--- src/rtl/scp_pkg.sv ---
package scp_pkg;

  localparam int XLEN = 32;
  localparam int RIDX = 5;

  localparam logic [5:0] OP_SPECIAL = 6'd0;
  localparam logic [5:0] OP_JUMP    = 6'd2;
  localparam logic [5:0] OP_BEQ     = 6'd4;
  localparam logic [5:0] OP_BNE     = 6'd5;
  localparam logic [5:0] OP_ADDI    = 6'd8;
  localparam logic [5:0] OP_SLTI    = 6'd10;
  localparam logic [5:0] OP_ANDI    = 6'd12;
  localparam logic [5:0] OP_ORI     = 6'd13;
  localparam logic [5:0] OP_LUI     = 6'd15;
  localparam logic [5:0] OP_LW      = 6'd35;
  localparam logic [5:0] OP_SW      = 6'd43;

  localparam logic [5:0] FN_ADD = 6'd32;
  localparam logic [5:0] FN_SUB = 6'd34;
  localparam logic [5:0] FN_SLT = 6'd42;

  typedef enum logic [2:0] {
    ALU_ADD,
    ALU_SUB,
    ALU_SLT,
    ALU_AND,
    ALU_OR,
    ALU_PASSB
  } alu_op_e;

  typedef enum logic [1:0] {
    IMM_SEXT,
    IMM_ZEXT,
    IMM_HIGH
  } imm_mode_e;

  typedef struct packed {
    logic      legal;
    logic      reg_we;
    logic      dst_is_rd;
    logic      use_imm;
    imm_mode_e imm;
    alu_op_e   alu;
    logic      mem_we;
    logic      wb_mem;
    logic      br_eq;
    logic      br_ne;
    logic      jump;
  } ctrl_t;

endpackage

--- src/rtl/scp_decode.sv ---
module scp_decode
  import scp_pkg::*;
(
  input  logic [XLEN-1:0] instr,
  output ctrl_t           ctl,
  output logic [RIDX-1:0] rs,
  output logic [RIDX-1:0] rt,
  output logic [RIDX-1:0] rd,
  output logic [15:0]     imm16,
  output logic [25:0]     tgt26
);

  logic [5:0] opcode;
  logic [5:0] funct;

  assign opcode = instr[31:26];
  assign funct  = instr[5:0];
  assign rs     = instr[25:21];
  assign rt     = instr[20:16];
  assign rd     = instr[15:11];
  assign imm16  = instr[15:0];
  assign tgt26  = instr[25:0];

  always_comb begin
    ctl     = '0;
    ctl.alu = ALU_ADD;
    ctl.imm = IMM_SEXT;
    unique case (opcode)
      OP_SPECIAL: begin
        ctl.dst_is_rd = 1'b1;
        unique case (funct)
          FN_ADD: begin ctl.legal = 1'b1; ctl.reg_we = 1'b1; ctl.alu = ALU_ADD; end
          FN_SUB: begin ctl.legal = 1'b1; ctl.reg_we = 1'b1; ctl.alu = ALU_SUB; end
          FN_SLT: begin ctl.legal = 1'b1; ctl.reg_we = 1'b1; ctl.alu = ALU_SLT; end
          default: ctl.dst_is_rd = 1'b0;
        endcase
      end
      OP_ADDI: begin
        ctl.legal = 1'b1; ctl.reg_we = 1'b1; ctl.use_imm = 1'b1;
        ctl.imm = IMM_SEXT; ctl.alu = ALU_ADD;
      end
      OP_SLTI: begin
        ctl.legal = 1'b1; ctl.reg_we = 1'b1; ctl.use_imm = 1'b1;
        ctl.imm = IMM_SEXT; ctl.alu = ALU_SLT;
      end
      OP_ANDI: begin
        ctl.legal = 1'b1; ctl.reg_we = 1'b1; ctl.use_imm = 1'b1;
        ctl.imm = IMM_ZEXT; ctl.alu = ALU_AND;
      end
      OP_ORI: begin
        ctl.legal = 1'b1; ctl.reg_we = 1'b1; ctl.use_imm = 1'b1;
        ctl.imm = IMM_ZEXT; ctl.alu = ALU_OR;
      end
      OP_LUI: begin
        ctl.legal = 1'b1; ctl.reg_we = 1'b1; ctl.use_imm = 1'b1;
        ctl.imm = IMM_HIGH; ctl.alu = ALU_PASSB;
      end
      OP_LW: begin
        ctl.legal = 1'b1; ctl.reg_we = 1'b1; ctl.use_imm = 1'b1;
        ctl.wb_mem = 1'b1;
      end
      OP_SW: begin
        ctl.legal = 1'b1; ctl.use_imm = 1'b1; ctl.mem_we = 1'b1;
      end
      OP_BEQ:  begin ctl.legal = 1'b1; ctl.br_eq = 1'b1; end
      OP_BNE:  begin ctl.legal = 1'b1; ctl.br_ne = 1'b1; end
      OP_JUMP: begin ctl.legal = 1'b1; ctl.jump  = 1'b1; end
      default: ctl.legal = 1'b0;
    endcase
  end

endmodule

--- src/rtl/scp_regfile.sv ---
module scp_regfile
  import scp_pkg::*;
#(
  parameter int NREG = 32,
  parameter int DW   = XLEN,
  localparam int AW  = $clog2(NREG)
) (
  input  logic          clk,
  input  logic          we,
  input  logic [AW-1:0] waddr,
  input  logic [DW-1:0] wdata,
  input  logic [AW-1:0] raddr_a,
  input  logic [AW-1:0] raddr_b,
  output logic [DW-1:0] rdata_a,
  output logic [DW-1:0] rdata_b
);

  logic [NREG-1:0][DW-1:0] entry_q;

  for (genvar g = 0; g < NREG; g++) begin : g_entry
    if (g == 0) begin : g_zero
      assign entry_q[g] = '0;
    end else begin : g_store
      logic          wen;
      logic [DW-1:0] val_q;
      assign wen = we && (waddr == AW'(g));
      always_ff @(posedge clk) begin
        if (wen) val_q <= wdata;
      end
      assign entry_q[g] = val_q;
    end
  end

  assign rdata_a = entry_q[raddr_a];
  assign rdata_b = entry_q[raddr_b];

endmodule

--- src/rtl/scp_alu.sv ---
module scp_alu
  import scp_pkg::*;
#(
  parameter int DW = XLEN
) (
  input  logic [DW-1:0] opnd_a,
  input  logic [DW-1:0] opnd_b,
  input  alu_op_e       op,
  output logic [DW-1:0] result
);

  logic less;

  assign less = $signed(opnd_a) < $signed(opnd_b);

  always_comb begin
    unique case (op)
      ALU_ADD:   result = opnd_a + opnd_b;
      ALU_SUB:   result = opnd_a - opnd_b;
      ALU_SLT:   result = {{(DW-1){1'b0}}, less};
      ALU_AND:   result = opnd_a & opnd_b;
      ALU_OR:    result = opnd_a | opnd_b;
      ALU_PASSB: result = opnd_b;
      default:   result = '0;
    endcase
  end

endmodule

--- src/rtl/scp_nextpc.sv ---
module scp_nextpc
  import scp_pkg::*;
#(
  parameter int DW = XLEN,
  localparam int REGION_BITS = 4
) (
  input  logic [DW-1:0] pc,
  input  logic          br_eq,
  input  logic          br_ne,
  input  logic          jump,
  input  logic [DW-1:0] opnd_a,
  input  logic [DW-1:0] opnd_b,
  input  logic [15:0]   imm16,
  input  logic [25:0]   tgt26,
  output logic [DW-1:0] pc_inc,
  output logic [DW-1:0] pc_next
);

  logic [DW-1:0] br_off;
  logic [DW-1:0] jmp_tgt;
  logic          same;
  logic          taken;

  assign pc_inc  = pc + DW'(4);
  assign br_off  = {{(DW-18){imm16[15]}}, imm16, 2'b00};
  assign jmp_tgt = {pc_inc[DW-1 -: REGION_BITS], tgt26, 2'b00};
  assign same    = (opnd_a == opnd_b);
  assign taken   = (br_eq && same) || (br_ne && !same);

  always_comb begin
    if (jump)       pc_next = jmp_tgt;
    else if (taken) pc_next = pc_inc + br_off;
    else            pc_next = pc_inc;
  end

endmodule

--- src/rtl/scp_core.sv ---
module scp_core
  import scp_pkg::*;
#(
  parameter logic [XLEN-1:0] RESET_PC = '0,
  parameter int              NREG     = 32
) (
  input  logic            clk,
  input  logic            rst_n,
  output logic [XLEN-1:0] imem_addr,
  input  logic [XLEN-1:0] imem_rdata,
  output logic [XLEN-1:0] dmem_addr,
  output logic [XLEN-1:0] dmem_wdata,
  output logic            dmem_we,
  input  logic [XLEN-1:0] dmem_rdata
);

  localparam int AW = $clog2(NREG);

  // reset release synchronizer
  logic rst_meta;
  logic core_run;

  always_ff @(posedge clk or negedge rst_n) begin
    if (!rst_n) begin
      rst_meta <= 1'b0;
      core_run <= 1'b0;
    end else begin
      rst_meta <= 1'b1;
      core_run <= rst_meta;
    end
  end

  // program counter
  logic [XLEN-1:0] pc_q;
  logic [XLEN-1:0] pc_d;
  logic [XLEN-1:0] pc_inc;
  logic            pc_en;

  assign pc_en = core_run;

  always_ff @(posedge clk or negedge core_run) begin
    if (!core_run)  pc_q <= RESET_PC;
    else if (pc_en) pc_q <= pc_d;
  end

  assign imem_addr = pc_q;

  // decode
  ctrl_t           ctl;
  logic [RIDX-1:0] f_rs, f_rt, f_rd;
  logic [15:0]     f_imm;
  logic [25:0]     f_tgt;

  scp_decode u_dec (
    .instr (imem_rdata),
    .ctl   (ctl),
    .rs    (f_rs),
    .rt    (f_rt),
    .rd    (f_rd),
    .imm16 (f_imm),
    .tgt26 (f_tgt)
  );

  // operands and write-back
  logic [XLEN-1:0] rs_val, rt_val;
  logic [XLEN-1:0] imm_ext, alu_b, alu_y, wb_data;
  logic [AW-1:0]   wb_addr;
  logic            rf_we;

  assign rf_we   = ctl.reg_we && core_run;
  assign wb_addr = ctl.dst_is_rd ? AW'(f_rd) : AW'(f_rt);
  assign wb_data = ctl.wb_mem ? dmem_rdata : alu_y;

  scp_regfile #(.NREG(NREG), .DW(XLEN)) u_rf (
    .clk     (clk),
    .we      (rf_we),
    .waddr   (wb_addr),
    .wdata   (wb_data),
    .raddr_a (AW'(f_rs)),
    .raddr_b (AW'(f_rt)),
    .rdata_a (rs_val),
    .rdata_b (rt_val)
  );

  always_comb begin
    unique case (ctl.imm)
      IMM_ZEXT: imm_ext = {{(XLEN-16){1'b0}}, f_imm};
      IMM_HIGH: imm_ext = {f_imm, {(XLEN-16){1'b0}}};
      default:  imm_ext = {{(XLEN-16){f_imm[15]}}, f_imm};
    endcase
  end

  assign alu_b = ctl.use_imm ? imm_ext : rt_val;

  scp_alu #(.DW(XLEN)) u_alu (
    .opnd_a (rs_val),
    .opnd_b (alu_b),
    .op     (ctl.alu),
    .result (alu_y)
  );

  // data memory port
  assign dmem_addr  = alu_y;
  assign dmem_wdata = rt_val;
  assign dmem_we    = ctl.mem_we && core_run;

  // next program counter
  scp_nextpc #(.DW(XLEN)) u_npc (
    .pc      (pc_q),
    .br_eq   (ctl.br_eq),
    .br_ne   (ctl.br_ne),
    .jump    (ctl.jump),
    .opnd_a  (rs_val),
    .opnd_b  (rt_val),
    .imm16   (f_imm),
    .tgt26   (f_tgt),
    .pc_inc  (pc_inc),
    .pc_next (pc_d)
  );

  // assertions
  p_reset_hold_r1: assert property (@(posedge clk) disable iff (!rst_n)
    !core_run |=> (imem_addr == RESET_PC));

  p_reset_quiet_r1: assert property (@(posedge clk) disable iff (!rst_n)
    !core_run |-> !dmem_we);

  p_pc_aligned_r7: assert property (@(posedge clk) disable iff (!core_run)
    imem_addr[1:0] == 2'b00);

  p_store_no_wb_r5: assert property (@(posedge clk) disable iff (!core_run)
    dmem_we |-> !rf_we);

  p_unknown_quiet_r9: assert property (@(posedge clk) disable iff (!core_run)
    !ctl.legal |-> (!dmem_we && !rf_we));

  p_unknown_step_r9: assert property (@(posedge clk) disable iff (!core_run)
    !ctl.legal |=> (pc_q == $past(pc_q) + XLEN'(4)));

  p_jump_region_r8: assert property (@(posedge clk) disable iff (!core_run)
    ctl.jump |=> (pc_q[XLEN-1 -: 4] == $past(pc_inc[XLEN-1 -: 4])));

  p_branch_fall_r7: assert property (@(posedge clk) disable iff (!core_run)
    (ctl.br_eq && (rs_val != rt_val)) |=> (pc_q == $past(pc_inc)));

endmodule

--- config.mk ---
export PLATFORM = sky130hd
export DESIGN_NAME = scp_core
export DESIGN_NICKNAME = d
export VERILOG_FILES = /design/src/rtl/scp_pkg.sv /design/src/rtl/scp_decode.sv /design/src/rtl/scp_regfile.sv /design/src/rtl/scp_alu.sv /design/src/rtl/scp_nextpc.sv /design/src/rtl/scp_core.sv
export SDC_FILE = /design/constraint.sdc
export NUM_CORES = 2
export LEC_CHECK = 0
export BUFFER_PORTS_ARGS = -buffer_cell sky130_fd_sc_hd__buf_2
export CAP_MARGIN = 10
export CORE_AREA = 10 10 417 419
export DETAILED_ROUTE_END_ITERATION = 8
export DIE_AREA = 0 0 427 429
export PLACE_DENSITY_LB_ADDON = 0.25
export SYNTH_ARGS = -nofsm -noshare
export SYNTH_HDL_FRONTEND = slang
export SYNTH_SLANG_ARGS = --single-unit
--- constraint.sdc ---
create_clock -name clk -period 9.7 [get_ports clk]
set_clock_uncertainty 0.05 [all_clocks]
set_input_delay 1.94 -clock clk [delete_from_list [all_inputs] [get_ports clk]]
set_output_delay 1.94 -clock clk [all_outputs]
set_load 0.05 [all_outputs]
==> Word-level counts from Yosys, hierarchy flattened <==
Cells that the tools add are included.
{ "totals": {"elab_cells": 162, "regBits": 1026, "out_inout_bits": 97, "input_bits": 66} }
{ "op_classes": {"reduce_logical": 43, "addsub": 4, "mux": 24, "order_cmp": 3, "n_bitwise": 2, "n_eq_ne": 52} }
{ "ops": {"columns": ["cell", "count"], "rows": [
  ["$bmux W32 S5", 2],
  ["$mux W32", 6],
  ["$pmux W32 S6", 1],
  ["$eq A5 B5 Y1 const B", 16],
  ["$add A32 B32 Y32", 2],
  ["$pmux W32 S2", 1],
  ["$eq A5 B4 Y1 const B", 8],
  ["$logic_and A1 B1 Y1", 35],
  ["$add A32 B3 Y32 const B", 1],
  ["$and A32 B32 Y32", 1],
  ["$eq A32 B32 Y1", 1],
  ["$lt A32 B32 Y1", 1],
  ["$or A32 B32 Y32", 1],
  ["$sub A32 B32 Y32", 1],
  ["$eq A6 B4 Y1 const B", 5],
  ["$eq A6 B6 Y1 const B", 5],
  ["$eq A5 B3 Y1 const B", 4],
  ["$pmux W3 S5", 1],
  ["$eq A6 B3 Y1 const B", 2],
  ["$lt A5 B6 Y1 const B", 2],
  ["$eq A5 B2 Y1 const B", 2],
  ["$mux W1", 9],
  ["$pmux W2 S2", 2],
  ["$reduce_or A7 Y1", 1],
  ["other kinds (16)", 18]
]} }

==> Depth between registers and ports, before layout <==
{ "logic_depth": {"depth_word": 9, "mapped_depth": 27, "mapped_depth_nobuf": 23} }

==> Cells and area by module <==
From an unflattened synthesis, not the netlist that was laid out.
{ "hier_totals": {"hier_cells": 4007, "area_unflattened_um2": 57433.8} }
{ "by_module_without_submodules": {"columns": ["module", "n_inst", "cells_each", "area_each_um2", "seq_area_each_um2"], "rows": [
  ["scp_regfile", 1, 2455, 46144.3, 29788.6],
  ["scp_alu", 1, 763, 5023.6, 0.0],
  ["scp_nextpc", 1, 460, 3238.1, 0.0],
  ["scp_core", 1, 226, 2304.7, 850.8],
  ["scp_decode", 1, 103, 723.2, 0.0]
]} }

==> Worst setup path before layout <==
No wires, ideal clock.
{ "synth_path": {"path_kind": "input -> output", "startpoint": "input port imem_rdata[29]", "endpoint": "output port dmem_addr[24]", "path_stages": 26, "path_slack_ns": -0.189, "n_path_buf": 6, "required_time_ns": 7.710, "t_arrival_ns": 7.899, "path_cell_list": "clkbuf_1 > nand2b_1 > or2_2 > nor2_1 > clkbuf_1 > ha_1 > clkbuf_1 > or2_2 > clkbuf_1 > clkbuf_1 > and3_1 > a21oi_1 > inv_1 > ha_1 > clkbuf_1 > inv_1 > o21ai_0 > a21oi_1 > o21ai_0 > a221oi_1 > o31a_1 > o21ai_2 > a21oi_1 > a221o_1 > mux2i_1 > o21ai_0"} }
{ "synth_between": {"elab_chain_len": 8, "elab_cells_between_ends": 28, "classes_between": "add/sub: 2; eq/ne: 14; mux: 6; bitwise: 2; reduce/logical: 4"} }
{ "synth_lines": {"columns": ["item", "line_no", "text"], "rows": [
  ["start, declared", "scp_core.sv:10", "input logic [XLEN-1:0] imem_rdata,"],
  ["$eq A6 B4 Y1", "scp_decode.sv:28", "unique case (opcode)"],
  ["$reduce_or A2 Y1 (no line)", null, null],
  ["$pmux W2 S2", "scp_decode.sv:28", null],
  ["$eq A2 B2 Y1 or $eq A2 B1 Y1 (tied branches)", "scp_core.sv:86", "unique case (ctl.imm)"],
  ["$pmux W32 S2", "scp_core.sv:86", null],
  ["$mux W32", "scp_core.sv:93", "assign alu_b = ctl.use_imm ? imm_ext : rt_val;"],
  ["$sub A32 B32 Y32, or another cell as far along", "scp_alu.sv:19", "ALU_SUB: result = opnd_a - opnd_b;"],
  ["$pmux W32 S6 *", "scp_alu.sv:17", "unique case (op)"],
  ["end, declared", "scp_core.sv:11", "output logic [XLEN-1:0] dmem_addr,"]
]} }
Every way passes the cells marked *; elsewhere a longest branch is shown, timed or not.

==> Final worst setup path <==
{ "layout_path": {"startpoint": "input port imem_rdata[16]", "endpoint": "output port dmem_addr[30]"} }
{ "layout_between": {"elab_chain_len": 5, "elab_cells_between_ends": 8, "classes_between": "add/sub: 2; mux: 4; bitwise: 2"} }
{ "layout_lines": {"columns": ["item", "line_no", "text"], "rows": [
  ["$bmux W32 S5 *", "scp_regfile.sv:35", "assign rdata_b = entry_q[raddr_b];"],
  ["$mux W32 (not written as such) *", "scp_regfile.sv:35", null],
  ["$mux W32 *", "scp_core.sv:93", null],
  ["$sub A32 B32 Y32, or another cell as far along", "scp_alu.sv:19", null],
  ["$pmux W32 S6 *", "scp_alu.sv:17", null]
]} }
Every way passes the cells marked *; elsewhere a longest branch is shown, timed or not. The select of a mux whose other input is x is not followed.

==> flow_metrics.tcl <==
set metrics [dict create \
    status "completed" \
    grt_usage_pct 23.4 \
    power.share.clock_pct 32.0 \
    drc 0 \
    instances_no_fill 6685 \
    vias_per_cell 6.18 \
    vias 41300 \
    synth_seq_area_share_pct 53.2 \
    synth-adder-area-share_pct 2.92 \
    num_io_pins 163 \
    antenna_found_initial 1 \
    syn_area_per_cell_um2 14.0 \
    cts_made_buffers 107 \
    clockBufferDepth 3 \
    drt_iter0_drc 5440 \
    drive_above_1_share_pct 27.6 \
    ir_worst_vdd_mv 0.309 \
    dieArea_um2 183000 \
    power.leakage_nw 23.0 \
    die_h_um 429 \
    p_comb_share_pct 26.7 \
    synth_top_cell_by_area "edfxtp_1" \
    fp-row-count 150 \
    cts_root_buf "clkbuf_16" \
    r2r-end "u_rf.g_entry[15].g_store.val_q[10]$_DFFE_PP_" \
    holdWs_ns 0.303 \
    endpoint_kind "output pin" \
    die_w_um 427 \
    synth_mux_area_share_pct 19.4 \
    avgRoutedWirePerCell_um 33.2 \
    async_flop_share_pct 3.13 \
    worst_pin_slew_ns 1.16 \
    hold_buffers 0 \
    swShare_pct 32.8 \
    synth_ff_type "edfxtp_1" \
    worstHoldStart "rst_meta$_DFF_PN0_" \
    ys_ff_latch 1024 \
    synth_xor_area_share_pct 1.46 \
    p_per_area_nw_per_um2 201 \
    ant_nets 0 \
    regToRegStartpoint "u_rf.g_entry[15].g_store.val_q[2]$_DFFE_PP_" \
    p_int_mw 8.90 \
    reg2regPathDepth 20 \
    crit_path_max_fanout 18 \
    grt_pass1_vias 40600 \
    hold_class "reg -> reg" \
    gp_congestion 0.943 \
    grt_max_degree 49 \
    drt_first_pass_iters 7 \
    wirelength_um 222000 \
    drv_slew 0 \
    cp-start-kind "input port" \
    dp_hpwl_um 147000 \
    hold_path_depth 0 \
    r2r_setup_slack_ns 3.27 \
    clk_latency_ns 0.74 \
    yosys.area.top_type_share_pct 51.8 \
    fmax_mhz 104 \
    synth.most_common_cell "edfxtp_1" \
    clkSlewWorstSetupHoldPaths_ns 0.06 \
    setup_viol 0 \
    yosys_warnings 0 \
    synthCells 4112 \
    fin_nets 4586 \
    maxSlewHeadroom_pct 22.2 \
    hold_path_end "core_run$_DFF_PN0_" \
    synth.top_cells.by_count "992 x edfxtp_1, 302 x mux4_2, 291 x nor2_1" \
    syn_to_final_growth_pct 14.6 \
    period_needed_ns 9.58 \
    cts_tree "done" \
    setup_tns_ns 0 \
    synth_compound_area_share_pct 12.7 \
    power.switching_mw 4.35 \
    clkSinkCount 1024 \
    worstPathRequired_ns 7.71 \
    arrival_ns 7.59 \
    hold_viol_final 0 \
    start_util_pct 34.7 \
    yosys-top-cells-area "edfxtp_1 52%, mux4_2 12%, mux2i_1 4.2%, ha_1 2.9%, mux2_2 2.6%" \
    crit_type "in -> out" \
    report.power.total_mw 13.2 \
    synth_cell_type_count 111 \
    finalCritPeriodShare_pct 98.8 \
    grt_first_pass_wirelength_um 311000 \
    io_buffer_count 160 \
    drv_cap 0 \
    p_seq_share_pct 41.3 \
    htreeDepth 3 \
    coreArea_um2 166000 \
    rsz0062_at_grt "true" \
    grt_overflow 0 \
    synthSimpleGateAreaFrac_pct 5.90 \
    syn-cell-area_um2 57500 \
    place_inst 6478 \
    synth_top_family_by_area "multiplexers" \
    synth_edf_count 992 \
]
## registers in the layout (all words and copies together), names as in the netlist
| signal | count |
|---|---|
| core_run | 1 |
| imem_addr | 30 |
| rst_meta | 1 |
| u_rf.g_entry.g_store.val_q | 992 |
## cell type report
cell class	instances	area (um2)
tap	2204	2760
clock inverter	71	738
antenna	2	5.00
fill	15500	100000
timing repair buffer	483	3710
clock buffer	130	2810
sequential	1024	30600
inverter	126	475
multi-input combinational	2645	24800
## cell usage in the layout, fill, tap and decap left out, types with 32 or more instances in the layout
master / count
edfxtp_1: 992
mux4_2: 302
buf_4: 301
nor2_1: 253
mux2i_1: 241
a21oi_1: 173
buf_2: 143
mux2_2: 132
a221oi_1: 131
ha_1: 129
inv_1: 121
nand2_1: 117
o21ai_0: 109
clkbuf_16: 109
o22ai_1: 92
xnor2_1: 60
a22oi_1: 56
o31ai_1: 52
nor3_1: 48
nand3_1: 48
a221o_1: 39
a21o_1: 38
xor2_1: 36
o221ai_1: 35
or2_2: 33
nor2_4: 32
buf_12: 32
## worst max-delay path by stage
stage,startpoint,to,slack [ns],cells after the start
2_1_floorplan,imem_rdata[29],dmem_addr[29],0.1,25
3_3_place_gp,imem_rdata[21],dmem_addr[25],0.03,19
3_5_place_dp,imem_rdata[21],dmem_addr[25],0.005,19
4_1_cts,imem_rdata[21],dmem_addr[25],0.03,22
5_1_grt,imem_rdata[16],dmem_addr[30],-0.03,22
6_report,imem_rdata[16],dmem_addr[30],0.12,22
## power by group through the flow
stage	registers, mW	logic (mW)	clock network (mW)
after floorplan	5.65	2.02	0
after global placement	5.56	3.45	0
after detailed placement	5.56	3.47	0
after CTS	5.47	3.48	4.30
after global routing	5.47	3.74	4.47
final	5.47	3.54	4.24
## per-stage QoR
stage / cell area (um2) / utilization (%) / setup WS (ns)
5_1_grt: 65900 / 39.7 / -0.0255
3_3_place_gp: 62200 / 37.5 / 0.0276
2_1_floorplan: 57500 / - / 0.0978
3_5_place_dp: 62200 / 37.5 / 0.00520
6_report: 65900 / 39.7 / 0.117
4_1_cts: 65800 / 39.7 / 0.0284
## repair_timing
action	in CTS	in global routing
resized for setup	1	15
pin swaps	0	3
setup endpoints to repair	1	13
setup buffers	0	3
## worst max-delay path: stages
cell and delay [ns]:
buf_8 0.28, buf_4 0.32, buf_4 0.27, mux4_2 0.52, nor2_1 0.10, o31a_1 0.25
o22ai_2 0.23, nand2_1 0.14, nand2_1 0.12, ha_1 0.43, inv_1 0.15, nor2_1 0.18
a211oi_1 0.09, o31a_1 0.40, nor4_1 0.49, o21ai_0 0.30, a21bo_2 0.29, a31oi_1 0.28
nor2_1 0.07, o21ai_0 0.23, nand2_1 0.26, buf_12 0.23
## routing by layer
metal / GRT usage (%) / vias up / wire, um
met5: 0 / - / 0
met4: 10.6 / 0 / 11400
met3: 3.89 / 439 / 20100
met2: 37.4 / 2296 / 102000
met1: 31.1 / 21400 / 88000
li1: - / 17200 / -
## cells by family after synthesis
logic type / Yosys count
adder cells (fa/ha/maj): 133
AND/OR/NAND/NOR: 712
AO/OA/AOI/OAI: 1005
XOR/XNOR: 96
multiplexers: 696
buffers and inverters: 444
flip-flops: 1024
other: 2
(Power assumes the default switching activity.)
